--- config.mk ---
export PLATFORM = sky130hd
export DESIGN_NAME = lcd_irq_unit
export DESIGN_NICKNAME = d
export VERILOG_FILES = /design/src/rtl/lcdint_pkg.sv /design/src/rtl/lcdint_evt_decode.sv /design/src/rtl/lcdint_regport.sv /design/src/rtl/lcdint_status.sv /design/src/rtl/lcdint_irq.sv /design/src/rtl/lcd_irq_unit.sv
export SDC_FILE = /design/constraint.sdc
export NUM_CORES = 1
export LEC_CHECK = 0
export BUFFER_PORTS_ARGS = -buffer_cell sky130_fd_sc_hd__buf_2
export CAP_MARGIN = 40
export CORE_MARGIN = 1.5
export CORE_UTILIZATION = 55
export DETAILED_ROUTE_END_ITERATION = 12
export PLACE_DENSITY = 0.8
export SETUP_SLACK_MARGIN = 0.3
export SLEW_MARGIN = 20
export SYNTH_ARGS = -nofsm -noshare
export SYNTH_HDL_FRONTEND = slang
export SYNTH_SLANG_ARGS = --single-unit
--- constraint.sdc ---
create_clock -name clk -period 3.15 [get_ports clk]
set_clock_uncertainty 0.2 [all_clocks]
set_input_delay 0.63 -clock clk [delete_from_list [all_inputs] [get_ports clk]]
set_output_delay 0.63 -clock clk [all_outputs]
set_load 0.01 [all_outputs]
--- src/rtl/lcdint_pkg.sv ---
package lcdint_pkg;

  localparam int W = 32;

  typedef enum logic [2:0] {
    EV_SOF    = 3'd0,
    EV_EOF    = 3'd1,
    EV_BRANCH = 3'd2,
    EV_BUSERR = 3'd3,
    EV_RDST   = 3'd4,
    EV_QDIS   = 3'd5,
    EV_LDONE  = 3'd6,
    EV_NONE   = 3'd7
  } evt_kind_e;

  // primary status bit positions
  localparam int P_LDONE = 0;
  localparam int P_SOF   = 1;
  localparam int P_BER   = 2;
  localparam int P_IU0   = 4;
  localparam int P_IU1   = 5;
  localparam int P_OU    = 6;
  localparam int P_QD    = 7;
  localparam int P_EOF   = 8;
  localparam int P_BS    = 9;
  localparam int P_SINT  = 10;
  localparam int P_RDST  = 11;
  localparam int P_CMD   = 12;
  localparam int P_BCH   = 28;

  // control 0 mask bit positions
  localparam int C_EN      = 0;
  localparam int C_M_LDONE = 3;
  localparam int C_M_SOF   = 4;
  localparam int C_M_IU0   = 5;
  localparam int C_M_EOF   = 6;
  localparam int C_M_QD    = 11;
  localparam int C_M_BS    = 20;
  localparam int C_M_OU    = 21;
  localparam int C_M_RDST  = 23;
  localparam int C_M_CMD   = 24;
  localparam int CM_M_IU1  = 24;

  // command word gate bits
  localparam int CMD_EOFI = 21;
  localparam int CMD_SOFI = 22;

  // lane bases in the secondary register (channel k uses base + k - 1)
  localparam logic [4:0] L_SOF = 5'd0;
  localparam logic [4:0] L_EOF = 5'd8;
  localparam logic [4:0] L_BS  = 5'd16;
  localparam logic [4:0] L_IU  = 5'd24;

  localparam logic [W-1:0] CTRL0_KEEP = 32'h07ff_ffff;
  localparam logic [W-1:0] CMASK_KEEP = 32'h3f3f_3f3f;
  localparam logic [W-1:0] S0_CLR     = 32'h0000_0fff;
  localparam logic [W-1:0] S1_CLR     = 32'h003e_3f3f;

  localparam logic [2:0] RA_CTRL0 = 3'd0;
  localparam logic [2:0] RA_CMASK = 3'd1;
  localparam logic [2:0] RA_STAT0 = 3'd2;
  localparam logic [2:0] RA_STAT1 = 3'd3;
  localparam logic [2:0] RA_IID   = 3'd4;

endpackage

--- src/rtl/lcdint_evt_decode.sv ---
module lcdint_evt_decode
  import lcdint_pkg::*;
#(
  parameter int NCHAN = 7
) (
  input  logic         evt_valid,
  input  logic [2:0]   evt_kind,
  input  logic [2:0]   evt_chan,
  input  logic [W-1:0] evt_cmd,
  input  logic [W-1:0] ctrl0,
  input  logic [W-1:0] cmask,
  output logic [W-1:0] set0,
  output logic [W-1:0] set1,
  output logic         ber_hit,
  output logic         unmasked,
  output logic         take_id
);

  logic       chan_ok;
  logic       is_ch0;
  logic [4:0] lane;
  evt_kind_e  kind;

  assign chan_ok = (32'(evt_chan) < NCHAN);
  assign is_ch0  = (evt_chan == 3'd0);
  assign lane    = {2'b00, evt_chan - 3'd1};
  assign kind    = evt_kind_e'(evt_kind);

  always_comb begin
    set0     = '0;
    set1     = '0;
    ber_hit  = 1'b0;
    unmasked = 1'b0;
    take_id  = 1'b0;
    if (evt_valid && chan_ok) begin
      unique case (kind)
        EV_SOF: if (evt_cmd[CMD_SOFI]) begin
          take_id = 1'b1;
          if (is_ch0) begin
            set0[P_SOF] = 1'b1;
            unmasked    = !ctrl0[C_M_SOF];
          end else begin
            set1[L_SOF + lane] = 1'b1;
            unmasked           = !cmask[L_SOF + lane];
          end
        end
        EV_EOF: if (evt_cmd[CMD_EOFI]) begin
          take_id = 1'b1;
          if (is_ch0) begin
            set0[P_EOF] = 1'b1;
            unmasked    = !ctrl0[C_M_EOF];
          end else begin
            set1[L_EOF + lane] = 1'b1;
            unmasked           = !cmask[L_EOF + lane];
          end
        end
        EV_BRANCH: begin
          take_id = 1'b1;
          if (is_ch0) begin
            set0[P_BS] = 1'b1;
            unmasked   = !ctrl0[C_M_BS];
          end else begin
            set1[L_BS + lane] = 1'b1;
            unmasked          = !cmask[L_BS + lane];
          end
        end
        EV_BUSERR: begin
          set0[P_BER] = 1'b1;
          ber_hit     = 1'b1;
          unmasked    = 1'b1;
          take_id     = 1'b1;
        end
        EV_RDST: begin
          set0[P_RDST] = 1'b1;
          unmasked     = !ctrl0[C_M_RDST];
        end
        EV_QDIS:  set0[P_QD]    = 1'b1;
        EV_LDONE: set0[P_LDONE] = 1'b1;
        default: ;
      endcase
    end
  end

  logic unused_dec;
  assign unused_dec = ^{evt_cmd, ctrl0};

endmodule

--- src/rtl/lcdint_regport.sv ---
module lcdint_regport
  import lcdint_pkg::*;
#(
  parameter int ADDR_W = 3
) (
  input  logic              clk,
  input  logic              rst,
  input  logic              reg_wr,
  input  logic [ADDR_W-1:0] reg_addr,
  input  logic [W-1:0]      reg_wdata,
  input  logic [W-1:0]      stat0,
  input  logic [W-1:0]      stat1,
  input  logic [W-1:0]      iid,
  output logic [W-1:0]      ctrl0,
  output logic [W-1:0]      cmask,
  output logic              wr_stat0,
  output logic              wr_stat1,
  output logic              qd_set,
  output logic [W-1:0]      reg_rdata
);

  localparam int NREG = 5;

  logic [NREG-1:0] hit;
  logic [W-1:0]    rd_mux;

  genvar g;
  generate
    for (g = 0; g < NREG; g++) begin : g_hit
      assign hit[g] = (32'(reg_addr) == g);
    end
  endgenerate

  assign wr_stat0 = reg_wr && hit[RA_STAT0];
  assign wr_stat1 = reg_wr && hit[RA_STAT1];
  assign qd_set   = reg_wr && hit[RA_CTRL0] && ctrl0[C_EN] && !reg_wdata[C_EN];

  always_ff @(posedge clk) begin
    if (rst) begin
      ctrl0 <= '0;
      cmask <= '0;
    end else if (reg_wr) begin
      if (hit[RA_CTRL0]) ctrl0 <= reg_wdata & CTRL0_KEEP;
      if (hit[RA_CMASK]) cmask <= reg_wdata & CMASK_KEEP;
    end
  end

  always_comb begin
    rd_mux = '0;
    if (hit[RA_CTRL0]) rd_mux = ctrl0;
    if (hit[RA_CMASK]) rd_mux = cmask;
    if (hit[RA_STAT0]) rd_mux = stat0;
    if (hit[RA_STAT1]) rd_mux = stat1;
    if (hit[RA_IID])   rd_mux = iid;
  end

  always_ff @(posedge clk) begin
    if (rst) reg_rdata <= '0;
    else     reg_rdata <= rd_mux;
  end

endmodule

--- src/rtl/lcdint_status.sv ---
module lcdint_status
  import lcdint_pkg::*;
#(
  parameter int NCHAN = 7
) (
  input  logic         clk,
  input  logic         rst,
  input  logic [W-1:0] set0,
  input  logic [W-1:0] set1,
  input  logic         ber_hit,
  input  logic [2:0]   ber_chan,
  input  logic         second,
  input  logic         take_id,
  input  logic [W-1:0] fid,
  input  logic         qd_set,
  input  logic         wr_stat0,
  input  logic         wr_stat1,
  input  logic [W-1:0] wdata,
  output logic [W-1:0] stat0,
  output logic [W-1:0] stat1,
  output logic [W-1:0] iid
);

  // lanes that exist for the configured channel count
  logic [W-1:0] lane_mask;
  genvar k;
  generate
    for (k = 0; k < 8; k++) begin : g_lane
      if (k >= 1 && k < NCHAN) begin : g_on
        assign lane_mask[k-1]      = 1'b1;
        assign lane_mask[k+7]      = 1'b1;
        assign lane_mask[k+15]     = 1'b1;
        assign lane_mask[k+23]     = 1'b1;
      end else if (k >= 1) begin : g_off
        assign lane_mask[k-1]      = 1'b0;
        assign lane_mask[k+7]      = 1'b0;
        assign lane_mask[k+15]     = 1'b0;
        assign lane_mask[k+23]     = 1'b0;
      end else begin : g_pad
        assign lane_mask[7]  = 1'b0;
        assign lane_mask[15] = 1'b0;
        assign lane_mask[23] = 1'b0;
        assign lane_mask[31] = 1'b0;
      end
    end
  endgenerate

  logic [W-1:0] clr0, clr1, add0, nxt0, nxt1;

  always_comb begin
    clr0 = wr_stat0 ? (wdata & S0_CLR) : '0;
    clr1 = wr_stat1 ? (wdata & S1_CLR) : '0;
    add0 = set0;
    add0[P_SINT] = add0[P_SINT] | second;
    add0[P_QD]   = add0[P_QD] | qd_set;
    nxt0 = (stat0 & ~clr0) | add0;
    if (ber_hit)
      nxt0[P_BCH +: 3] = ber_chan;
    else if (wr_stat0 && wdata[P_BER])
      nxt0[P_BCH +: 3] = 3'd0;
    nxt1 = ((stat1 & ~clr1) | set1) & lane_mask;
  end

  always_ff @(posedge clk) begin
    if (rst) begin
      stat0 <= '0;
      stat1 <= '0;
      iid   <= '0;
    end else begin
      stat0 <= nxt0;
      stat1 <= nxt1;
      if (second && take_id) iid <= fid;
    end
  end

endmodule

--- src/rtl/lcdint_irq.sv ---
module lcdint_irq
  import lcdint_pkg::*;
(
  input  logic         clk,
  input  logic         rst,
  input  logic [W-1:0] stat0,
  input  logic [W-1:0] stat1,
  input  logic [W-1:0] ctrl0,
  input  logic [W-1:0] cmask,
  output logic         irq
);

  logic [9:0] prim;
  logic       pend;

  assign prim[0] = stat0[P_LDONE] & ~ctrl0[C_M_LDONE];
  assign prim[1] = stat0[P_SOF]   & ~ctrl0[C_M_SOF];
  assign prim[2] = stat0[P_IU0]   & ~ctrl0[C_M_IU0];
  assign prim[3] = stat0[P_IU1]   & ~cmask[CM_M_IU1];
  assign prim[4] = stat0[P_OU]    & ~ctrl0[C_M_OU];
  assign prim[5] = stat0[P_QD]    & ~ctrl0[C_M_QD];
  assign prim[6] = stat0[P_EOF]   & ~ctrl0[C_M_EOF];
  assign prim[7] = stat0[P_BS]    & ~ctrl0[C_M_BS];
  assign prim[8] = stat0[P_RDST]  & ~ctrl0[C_M_RDST];
  assign prim[9] = stat0[P_CMD]   & ~ctrl0[C_M_CMD];

  assign pend = (|prim) | (|(stat1 & ~cmask));

  always_ff @(posedge clk) begin
    if (rst) irq <= 1'b0;
    else     irq <= pend;
  end

  logic unused_irq;
  assign unused_irq = ^{stat0, ctrl0};

endmodule

--- src/rtl/lcd_irq_unit.sv ---
module lcd_irq_unit
  import lcdint_pkg::*;
#(
  parameter int NCHAN  = 7,
  parameter int ADDR_W = 3
) (
  input  logic              clk,
  input  logic              rst,
  input  logic              reg_wr,
  input  logic [ADDR_W-1:0] reg_addr,
  input  logic [31:0]       reg_wdata,
  output logic [31:0]       reg_rdata,
  input  logic              evt_valid,
  input  logic [2:0]        evt_kind,
  input  logic [2:0]        evt_chan,
  input  logic [31:0]       evt_cmd,
  input  logic [31:0]       evt_fid,
  output logic              irq
);

  logic [W-1:0] ctrl0_q, cmask_q, stat0_q, stat1_q, iid_q;
  logic [W-1:0] set0, set1;
  logic ber_hit, unmasked, take_id, second;
  logic wr_stat0, wr_stat1, qd_set;

  lcdint_regport #(.ADDR_W(ADDR_W)) u_port (
    .clk(clk), .rst(rst), .reg_wr(reg_wr), .reg_addr(reg_addr),
    .reg_wdata(reg_wdata), .stat0(stat0_q), .stat1(stat1_q), .iid(iid_q),
    .ctrl0(ctrl0_q), .cmask(cmask_q), .wr_stat0(wr_stat0),
    .wr_stat1(wr_stat1), .qd_set(qd_set), .reg_rdata(reg_rdata)
  );

  lcdint_evt_decode #(.NCHAN(NCHAN)) u_dec (
    .evt_valid(evt_valid), .evt_kind(evt_kind), .evt_chan(evt_chan),
    .evt_cmd(evt_cmd), .ctrl0(ctrl0_q), .cmask(cmask_q),
    .set0(set0), .set1(set1), .ber_hit(ber_hit),
    .unmasked(unmasked), .take_id(take_id)
  );

  // a second unmasked event while the request is already up
  assign second = unmasked && irq;

  lcdint_status #(.NCHAN(NCHAN)) u_stat (
    .clk(clk), .rst(rst), .set0(set0), .set1(set1), .ber_hit(ber_hit),
    .ber_chan(evt_chan), .second(second), .take_id(take_id), .fid(evt_fid),
    .qd_set(qd_set), .wr_stat0(wr_stat0), .wr_stat1(wr_stat1),
    .wdata(reg_wdata), .stat0(stat0_q), .stat1(stat1_q), .iid(iid_q)
  );

  lcdint_irq u_irq (
    .clk(clk), .rst(rst), .stat0(stat0_q), .stat1(stat1_q),
    .ctrl0(ctrl0_q), .cmask(cmask_q), .irq(irq)
  );

endmodule

# Word level (Yosys, flattened, before mapping)
# Index checks and enable logic that the tools add are counted.
# classes
n_div,0
n_mux,53
order_cmp,7
shift,0
reduce_logical,28
n_eq_ne,10
mul,0
n_bitwise,30
n_addsub,3
# ops
operator,count
$mux W30,5
$mux W32,3
$pmux W30 S3,1
$and A30 B32 Y32,1
$and A32 B32 Y32,1
$not A30 Y32,1
$not A32 Y32,1
$or A32 B12 Y32,1
$reduce_or A32 Y1,1
$and A30 B30 Y30,1
$not A30 Y30,1
$or A30 B30 Y30,1
$mux W1,27
$mux W27,1
$mux W22,1
$mux W8,2
$eq A3 B2 Y1 const B,4
$eq A3 B3 Y1 const B,4
$logic_and A1 B1 Y1,12
$lt A5 B6 Y1 const B,2
$mux W12,1
$mux W3,4
$and A1 B1 Y1,10
$bmux W1 S5,2
other kinds (20),43
# totals
out_inout_bits,33
ram_bits,0
in_bits,109
register_bits,172
memories,0
latch_bits,0
mem_bits_ro,0

# Logic depth before layout (Yosys ltp)
# Gate-level depths: netlist (run 1).
# logic_depth
ltp_word,13
ltp_mapped,11
mapped_depth_nobuf,8

# Modules after synthesis
# From an unflattened synthesis (run 1), not the netlist that was laid out.
# hier_totals
hier_cells,1007
hier_area_um2,8588.2
# modules_own_cells
module,seq_area_each_um2,area_each_um2,cells_each,n_inst
lcdint_regport,1661.6,3842.4,472,1
lcdint_status,1761.7,3495.9,337,1
lcdint_evt_decode,0.0,883.3,136,1
lcdint_irq,20.0,360.3,61,1
lcd_irq_unit,0.0,6.3,1,1

# Worst setup path after synthesis (run 1)
# OpenSTA, ideal clock, no wires.
# synth_path
kind,input port to flip-flop
from,input port evt_chan[0]
to,register u_stat.iid[10]
stages,10
path_buffers,2
t_arrival_ps,2535
slack_ps,296
t_required_ps,2830
path_cell_list,inv_2 > ha_1 > xor2_1 > mux4_2 > a41oi_1 > o21ai_1 > o31a_1 > buf_6 > buf_6 > mux2i_1
# synth_between
elab_chain_len,11
# synth_rtl
item,line_no,rtl
from (decl),lcd_irq_unit.sv:15,"input logic [2:0] evt_chan,"
$sub A3 B1 Y3,lcdint_evt_decode.sv:26,"assign lane = {2'b00, evt_chan - 3'd1};"
$add A4 B3 Y5,lcdint_evt_decode.sv:54,unmasked = !cmask[L_EOF + lane];
$bmux W1 S5,lcdint_evt_decode.sv:54,
$mux W1 (implied by the code),lcdint_evt_decode.sv:54,
$logic_not A1 Y1,lcdint_evt_decode.sv:54,
$mux W1,lcdint_evt_decode.sv:49,if (is_ch0) begin
$mux W1,lcdint_evt_decode.sv:47,EV_EOF: if (evt_cmd[CMD_EOFI]) begin
$pmux W1 S5,lcdint_evt_decode.sv:36,unique case (kind)
$mux W1,lcdint_evt_decode.sv:35,if (evt_valid && chan_ok) begin
$logic_and A1 B1 Y1,lcd_irq_unit.sv:41,assign second = unmasked && irq;
$logic_and A1 B1 Y1 *,lcdint_status.sv:72,if (second && take_id) iid <= fid;
to (signal assigned),lcdint_status.sv:72,
to (decl),lcdint_status.sv:21,output logic [W-1:0] iid
# Every way passes the cells marked *; elsewhere a longest branch is shown, timed or not. The select of a mux whose other input is x is not followed.
# A chain may end at the register's enable or synchronous reset.

# Final worst setup path (run 1)
# layout_path
from,input port evt_chan[0]
to,register u_stat.iid[25]
# Same word-level chain as after synthesis.

==> flow_summary.ini, run 1 <==
[outcome]
outcome = finished, final reports clean

[setup_path]
crit_chain = buf_2, inv_2, ha_1, xor2_2, mux4_2, a41oi_1, o21ai_1, o31a_2, buf_12, mux2i_1
cp_slowest_cell = o31a_2
cp_num_buf_inv = 3
path_class = input port to register
rr_worst_depth = 6
cp_max_fo = 27
cp_top_family = compound AO/OA/AOI/OAI gates
cp-startpoint = evt_chan[0]
crit_path_end_kind = register
crit_path_start_kind = input port
critPathRequiredTime_ps = 3260
rr_endpoint = u_stat.iid[25]$_SDFFE_PP0P_
r2r_slack_ps = 870
arrival_ps = 2740
slowest_delay_ps = 390
r2r-start = u_port.cmask[21]$_SDFFE_PP0P_

[global_routing]
grt_use_total_pct = 31.0
grt_pass1_wl_mm = 30.3
grt.overflow.total = 0
antenna_found_initial = 0
grt_max_degree = 58
grt_pass1_vias = 5668

[sta]
layout_setup_ws_ps = 525
tns_ps = 0
period_share_pct = 83.3
fmax_mhz = 381
timing.hold.ws_ps = 182
finalMaxSlewViolations = 0
timing.final.hold_violations = 0
min_period_ps = 2620
finalSetupViolations = 0
rsz0062_at_grt = no
relSlewSlack_pct = 52.9
worst_pin_slew_ps = 701

[synth]
avgSynthCellArea_sq_um = 8.13
syn-cell-area_sq_mm = 0.00669
async_flop_share_pct = 0
synth_fp_nets = 933
synth_top_family_by_area = simple AND/OR/NAND/NOR gates
synth_commonest_cells = dfxtp_1 (149), nand2_1 (144), nor2_1 (93)
synth_top_area_share_pct = 44.6
ys_ff_latch = 149
synthSimpleGateAreaFrac_pct = 24.7
synth_xor_area_share_pct = 0.131
synth_edf_count = 0
synth_adder_area_share_pct = 0.374
synth_top_area_cell = dfxtp_1
synth.area.mux_share_pct = 10.1
yosys_warnings = 0
synthTopCellsByArea = dfxtp_1 (45%), mux2i_1 (8.7%), nand2_1 (8.1%)
postSynthCellCount = 822
yosys.cell_count.top_type = dfxtp_1
yosysSeqAreaShare_pct = 44.6
ys_types = 45
synth_compound_area_share_pct = 14.7
synthFlopType = dfxtp_1

[floorplan]
dieArea_sq_mm = 0.0128
die_h_microns = 113
start_util_pct = 56.1
io_pins = 142
row_count = 40
core_area_sq_mm = 0.0119
die_x_microns = 113

[clock_tree]
cts_hold_buf = 0
clkLatencyLatePin_ps = 430
cts_sinks = 149
root_buffer = clkbuf_16
cts_tree = yes
cts.clk_slew.worst_paths_ps = 60
clockBufferDepth = 2
cts_buffers = 17
htree_levels = 4

[power_and_ir_drop]
switchingPower_mw = 1.01
power.total_mw = 4.17
clkPwrFrac_pct = 45.6
swShare_pct = 24.2
p_int_mw = 3.16
p_per_area_mw_per_mm2 = 526
cellLeakagePower_nw = 3.28
ir_drop_uv = 348
pwr-share-comb_pct = 8.1
pwr-share-seq_pct = 46.3

[route]
drtPass1Iterations = 5
vias_per_cell = 5.80
vias = 6224
drtAntennaViolNets = 0
wire_per_inst_microns = 17.9
drtIter0Drc = 653
drcViolationCount = 0
routed_wl_mm = 19.2

[final_layout]
n_antenna_cell = 0
syn2layout_area_growth_pct = 18.7
fin_nets = 1026
instances_no_fill = 1074
fill_cells = 996
drive_above_1_share_pct = 17.9

[placement]
gp_congestion = 1.02
placed_cells = 1043
portBuffers = 109
dp_slack_ps = 100
hpwl_mm = 13.6

[job]
cap_viol_max_count = 0

[min_path]
min_to = u_stat.stat0[6]$_SDFF_PP0_
min_path_type = input port to register
min_from = reg_wdata[6]
hold_path_depth = 2
sequential cells by signal, indices dropped and copies added (netlist names):
name,count
u_irq.irq,1
u_port.reg_rdata,32
u_port.ctrl0,27
u_stat.iid,32
u_stat.stat0,15
u_stat.stat1,18
u_port.cmask,24
cell usage in the layout (no fill, tap or decap), types with 19 or more instances in the layout:
| master | count |
|---|---|
| dfxtp_1 | 149 |
| a22oi_1 | 19 |
| inv_1 | 30 |
| a21oi_1 | 85 |
| nor2_1 | 93 |
| nand2_1 | 144 |
| buf_4 | 20 |
| buf_2 | 108 |
| nand2b_1 | 69 |
| mux2i_1 | 58 |
cell families (layout without fill, tap and decap cells):
group,count (synthesis),count (layout)
adder cells (fa/ha/maj),2,2
AND/OR/NAND/NOR,360,360
multiplexers,63,63
XOR/XNOR,1,1
flip-flops,149,149
buffers and inverters,88,193
AO/OA/AOI/OAI,159,159
how the worst max path moves through the flow:
stage / endpoint / slack, ps / cells after the start
6_report: u_stat.iid[25]$_SDFFE_PP0P_ / 530 / 10
3_5_place_dp: u_stat.iid[1]$_SDFFE_PP0P_ / 100 / 10
5_1_grt: u_stat.iid[25]$_SDFFE_PP0P_ / 340 / 10
3_3_place_gp: u_stat.iid[29]$_SDFFE_PP0P_ / 130 / 10
4_1_cts: u_stat.iid[25]$_SDFFE_PP0P_ / 540 / 10
2_1_floorplan: u_stat.iid[10]$_SDFFE_PP0P_ / 360 / 10
layout make-up:
| cell class | count | area, sq um | share of cell area [%] |
|---|---|---|---|
| multi-input combinational | 585 | 3360 | 42.3 |
| timing repair buffer | 131 | 751 | 9.46 |
| tap | 147 | 184 | 2.32 |
| clock inverter | 8 | 76.3 | 0.962 |
| sequential | 149 | 2980 | 37.6 |
| inverter | 31 | 116 | 1.47 |
| clock buffer | 23 | 468 | 5.90 |
power by group through the flow:
stage	Sequential, mW	Combinational, mW	Clock [mW]
after global routing	1.93	0.366	1.99
after floorplan	1.97	0.192	0
final	1.93	0.338	1.90
after global placement	1.97	0.328	0
after CTS	1.93	0.333	1.90
after detailed placement	1.97	0.330	0
through the flow:
| step | util [%] | area (sq um) |
|---|---|---|
| after floorplan | - | 6690 |
| after global placement | 62.0 | 7390 |
| after detailed placement | 62.0 | 7390 |
| after CTS | 66.6 | 7940 |
| after global routing | 66.6 | 7940 |
| final | 66.6 | 7940 |
routing by layer:
metal | GRT usage (%) | part of all wire (%) | vias to the layer above | wire length [microns]
met2 | 46.0 | 44 | 327 | 8450
met1 | 42.7 | 43 | 2880 | 8250
met5 | 0 | 0 | - | 0
li1 | - | - | 2961 | -
met4 | 15.2 | 4.3 | 0 | 830
met3 | 6.86 | 8.9 | 56 | 1720
repair_timing:
action / 4_1_cts / 5_1_grt
setup buffers: 0 / 0
gates resized for setup: 0 / 1
endpoints found under the setup margin: 0 / 5
Note: power is estimated with default switching activity, not from simulation.
==> run 2, diff against run 1 <==
--- a/config.mk
+++ b/config.mk
@@ -8,9 +8,9 @@
 export BUFFER_PORTS_ARGS = -buffer_cell sky130_fd_sc_hd__buf_2
 export CAP_MARGIN = 40
 export CORE_MARGIN = 1.5
-export CORE_UTILIZATION = 55
+export CORE_UTILIZATION = 49
 export DETAILED_ROUTE_END_ITERATION = 12
-export PLACE_DENSITY = 0.8
+export PLACE_DENSITY = 0.76
 export SETUP_SLACK_MARGIN = 0.3
 export SLEW_MARGIN = 20
 export SYNTH_ARGS = -nofsm -noshare
==> constraint.sdc (replaced) <==
create_clock -name clk -period 2.35 [get_ports clk]
set_clock_uncertainty 0.2 [all_clocks]
set_input_delay 0.47 -clock clk [delete_from_list [all_inputs] [get_ports clk]]
set_output_delay 0.47 -clock clk [all_outputs]
set_load 0.01 [all_outputs]
==> run 2 against run 1 <==
Final cell count is 6.7% higher; register-to-register slack worse by 800 ps; sequential cell count stayed put; die area is 12% higher; non-clock buffer count is 41 higher; wire length is 9.3% higher; worst hold slack worse by 160 ps; sequential share of layout area is 3.0 points lower; utilization is 1.6 points lower; first-iteration DRC count is 18% higher.
==> flow_summary.ini, run 2 (synthesis results as in run 1) <==
[placement]
portBuffers = 109
hpwl_mm = 14.6
gp_congestion = 1.05

[route]
wire_per_inst_microns = 18.4
routed_wl_mm = 21.0
vias = 6458
drtIter0Drc = 773
vias_per_cell = 5.64
drtAntennaViolNets = 0
drcViolationCount = 0
drtPass1Iterations = 5

[global_routing]
antenna_found_initial = 1
grt_max_degree = 52
grt_pass1_vias = 6062
grt_use_total_pct = 30.0
grt_pass1_wl_mm = 32.6
grt.overflow.total = 0

[clock_tree]
root_buffer = clkbuf_16
clkLatencyLatePin_ps = 430
cts.clk_slew.worst_paths_ps = 60
clockBufferDepth = 2
cts_buffers = 17
htree_levels = 4
cts_tree = yes
cts_sinks = 149

[power_and_ir_drop]
ir_drop_uv = 767
p_per_area_mw_per_mm2 = 702
power.total_mw = 6.07
cellLeakagePower_nw = 3.61

[setup_path]
rr_endpoint = u_stat.iid[27]$_SDFFE_PP0P_
crit_path_start_kind = register
r2r-start = u_port.cmask[21]$_SDFFE_PP0P_
critPathRequiredTime_ps = 2470
path_class = register to register
cp_max_fo = 8
arrival_ps = 2400
slowest_delay_ps = 480
cp_num_buf_inv = 2
cp_top_family = compound AO/OA/AOI/OAI gates
rr_worst_depth = 7
cp_slowest_cell = mux4_2
crit_path_end_kind = register
crit_chain = mux4_2, a41oi_2, o21ai_1, o31a_2, buf_12, clkbuf_16, mux2i_1
r2r_slack_ps = 70

[final_layout]
multi_input_area_sq_mm = 0.00345
reg_top3 = u_port.reg_rdata x32, u_stat.iid x32, u_port.ctrl0 x27
layout_commonest_cell = dfxtp_1
fin_util_pct = 65.0
syn2layout_area_growth_pct = 29.3
fin_nets = 1067
fill_cells = 1119
seqCellArea_sq_mm = 0.00299
drive_above_1_share_pct = 23.4
final_cell_mix = dfxtp_1 (147), nand2_1 (144), buf_2 (106)

[floorplan]
core_area_sq_mm = 0.0133
die_h_microns = 120
start_util_pct = 50.3
die_x_microns = 120
dieArea_sq_mm = 0.0144
row_count = 42
io_pins = 142

[sta]
fmax_mhz = 438
period_share_pct = 97.2
rsz0062_at_grt = yes
finalMaxSlewViolations = 0
tns_ps = 0
finalSetupViolations = 0
timing.final.hold_violations = 0
min_period_ps = 2280
worst_pin_slew_ps = 489
relSlewSlack_pct = 67.4

[min_path]
hold_path_depth = 2
min_path_type = input port to register
min_to = u_stat.stat0[6]$_SDFF_PP0_
min_from = reg_wdata[6]

[outcome]
outcome = finished, final reports clean

[job]
cap_viol_max_count = 0
## run 2: cell count changes in the layout (fill, tap and decap cells not counted), sizes merged
cell	before	now
diode	0	1
inv	32	33
clkinv	3	5
clkbuf	23	19
bufinv	1	4
buf	131	171
## run 2: timing repair
item / CTS / global route
gates resized for setup: 21 / 4
setup buffers: 3 / 0
pin swaps: 5 / 1
endpoints found under the setup margin: 32 / 32
hold buffers: 0 / 0
cloned: 2 / 1
## run 2: worst max-delay path by stage
stage | from | end | slack, ps | cells past startpoint
6_report | u_port.cmask[21]$_SDFFE_PP0P_ | u_stat.iid[27]$_SDFFE_PP0P_ | 70 | 7
5_1_grt | evt_chan[0] | u_stat.iid[6]$_SDFFE_PP0P_ | 30 | 11
4_1_cts | u_port.cmask[21]$_SDFFE_PP0P_ | u_stat.iid[12]$_SDFFE_PP0P_ | 110 | 7
3_5_place_dp | evt_chan[0] | u_stat.iid[1]$_SDFFE_PP0P_ | -410 | 10
3_3_place_gp | evt_chan[0] | u_stat.iid[29]$_SDFFE_PP0P_ | -370 | 10
2_1_floorplan | evt_chan[0] | u_stat.iid[31]$_SDFFE_PP0P_ | -90 | 10
## run 2: routing by layer
metal  part of all wire, %  GRT usage, %
met4                   4.1          14.0
met5                     0             0
met2                    44          44.9
met1                    44          40.5
met3                   8.7          7.65
## run 2: power breakdown
| part | switching (mW) | total (mW) | internal (mW) | leakage (nW) |
|---|---|---|---|---|
| clock network | 1.13 | 2.94 | 1.81 | 0.303 |
| logic | 0.305 | 0.539 | 0.235 | 2.10 |
| registers | 0.0282 | 2.59 | 2.56 | 1.20 |
| total | 1.46 | 6.07 | 4.61 | 3.61 |
## run 2: worst reg2reg max path, delay by kind of cell (launching register included)
family	cells	cell delay, ps
compound gates	3	680
flops	1	350
buf+inv	2	330
mux	2	600
## run 2: cell type report
type,instances,share of cell area (%)
Inverter,31,1.62
Multi-Input combinational cell,585,39.9
Tap cell,176,2.55
Timing Repair Buffer,172,13.9
Sequential cell,149,34.6
Antenna cell,1,0.0290
Clock buffer,18,5.08
Clock inverter,14,2.32
## run 2: per-stage QoR
step	instance area, sq um	setup slack, ps	instances	hold WS [ps]
6_report	8640	66.6	1146	22.3
5_1_grt	8640	28.1	1145	41.6
4_1_cts	8590	113	1144	17.1
3_5_place_dp	7780	-408	1107	247
3_3_place_gp	7780	-372	1107	237
2_1_floorplan	6770	-85.6	822	226
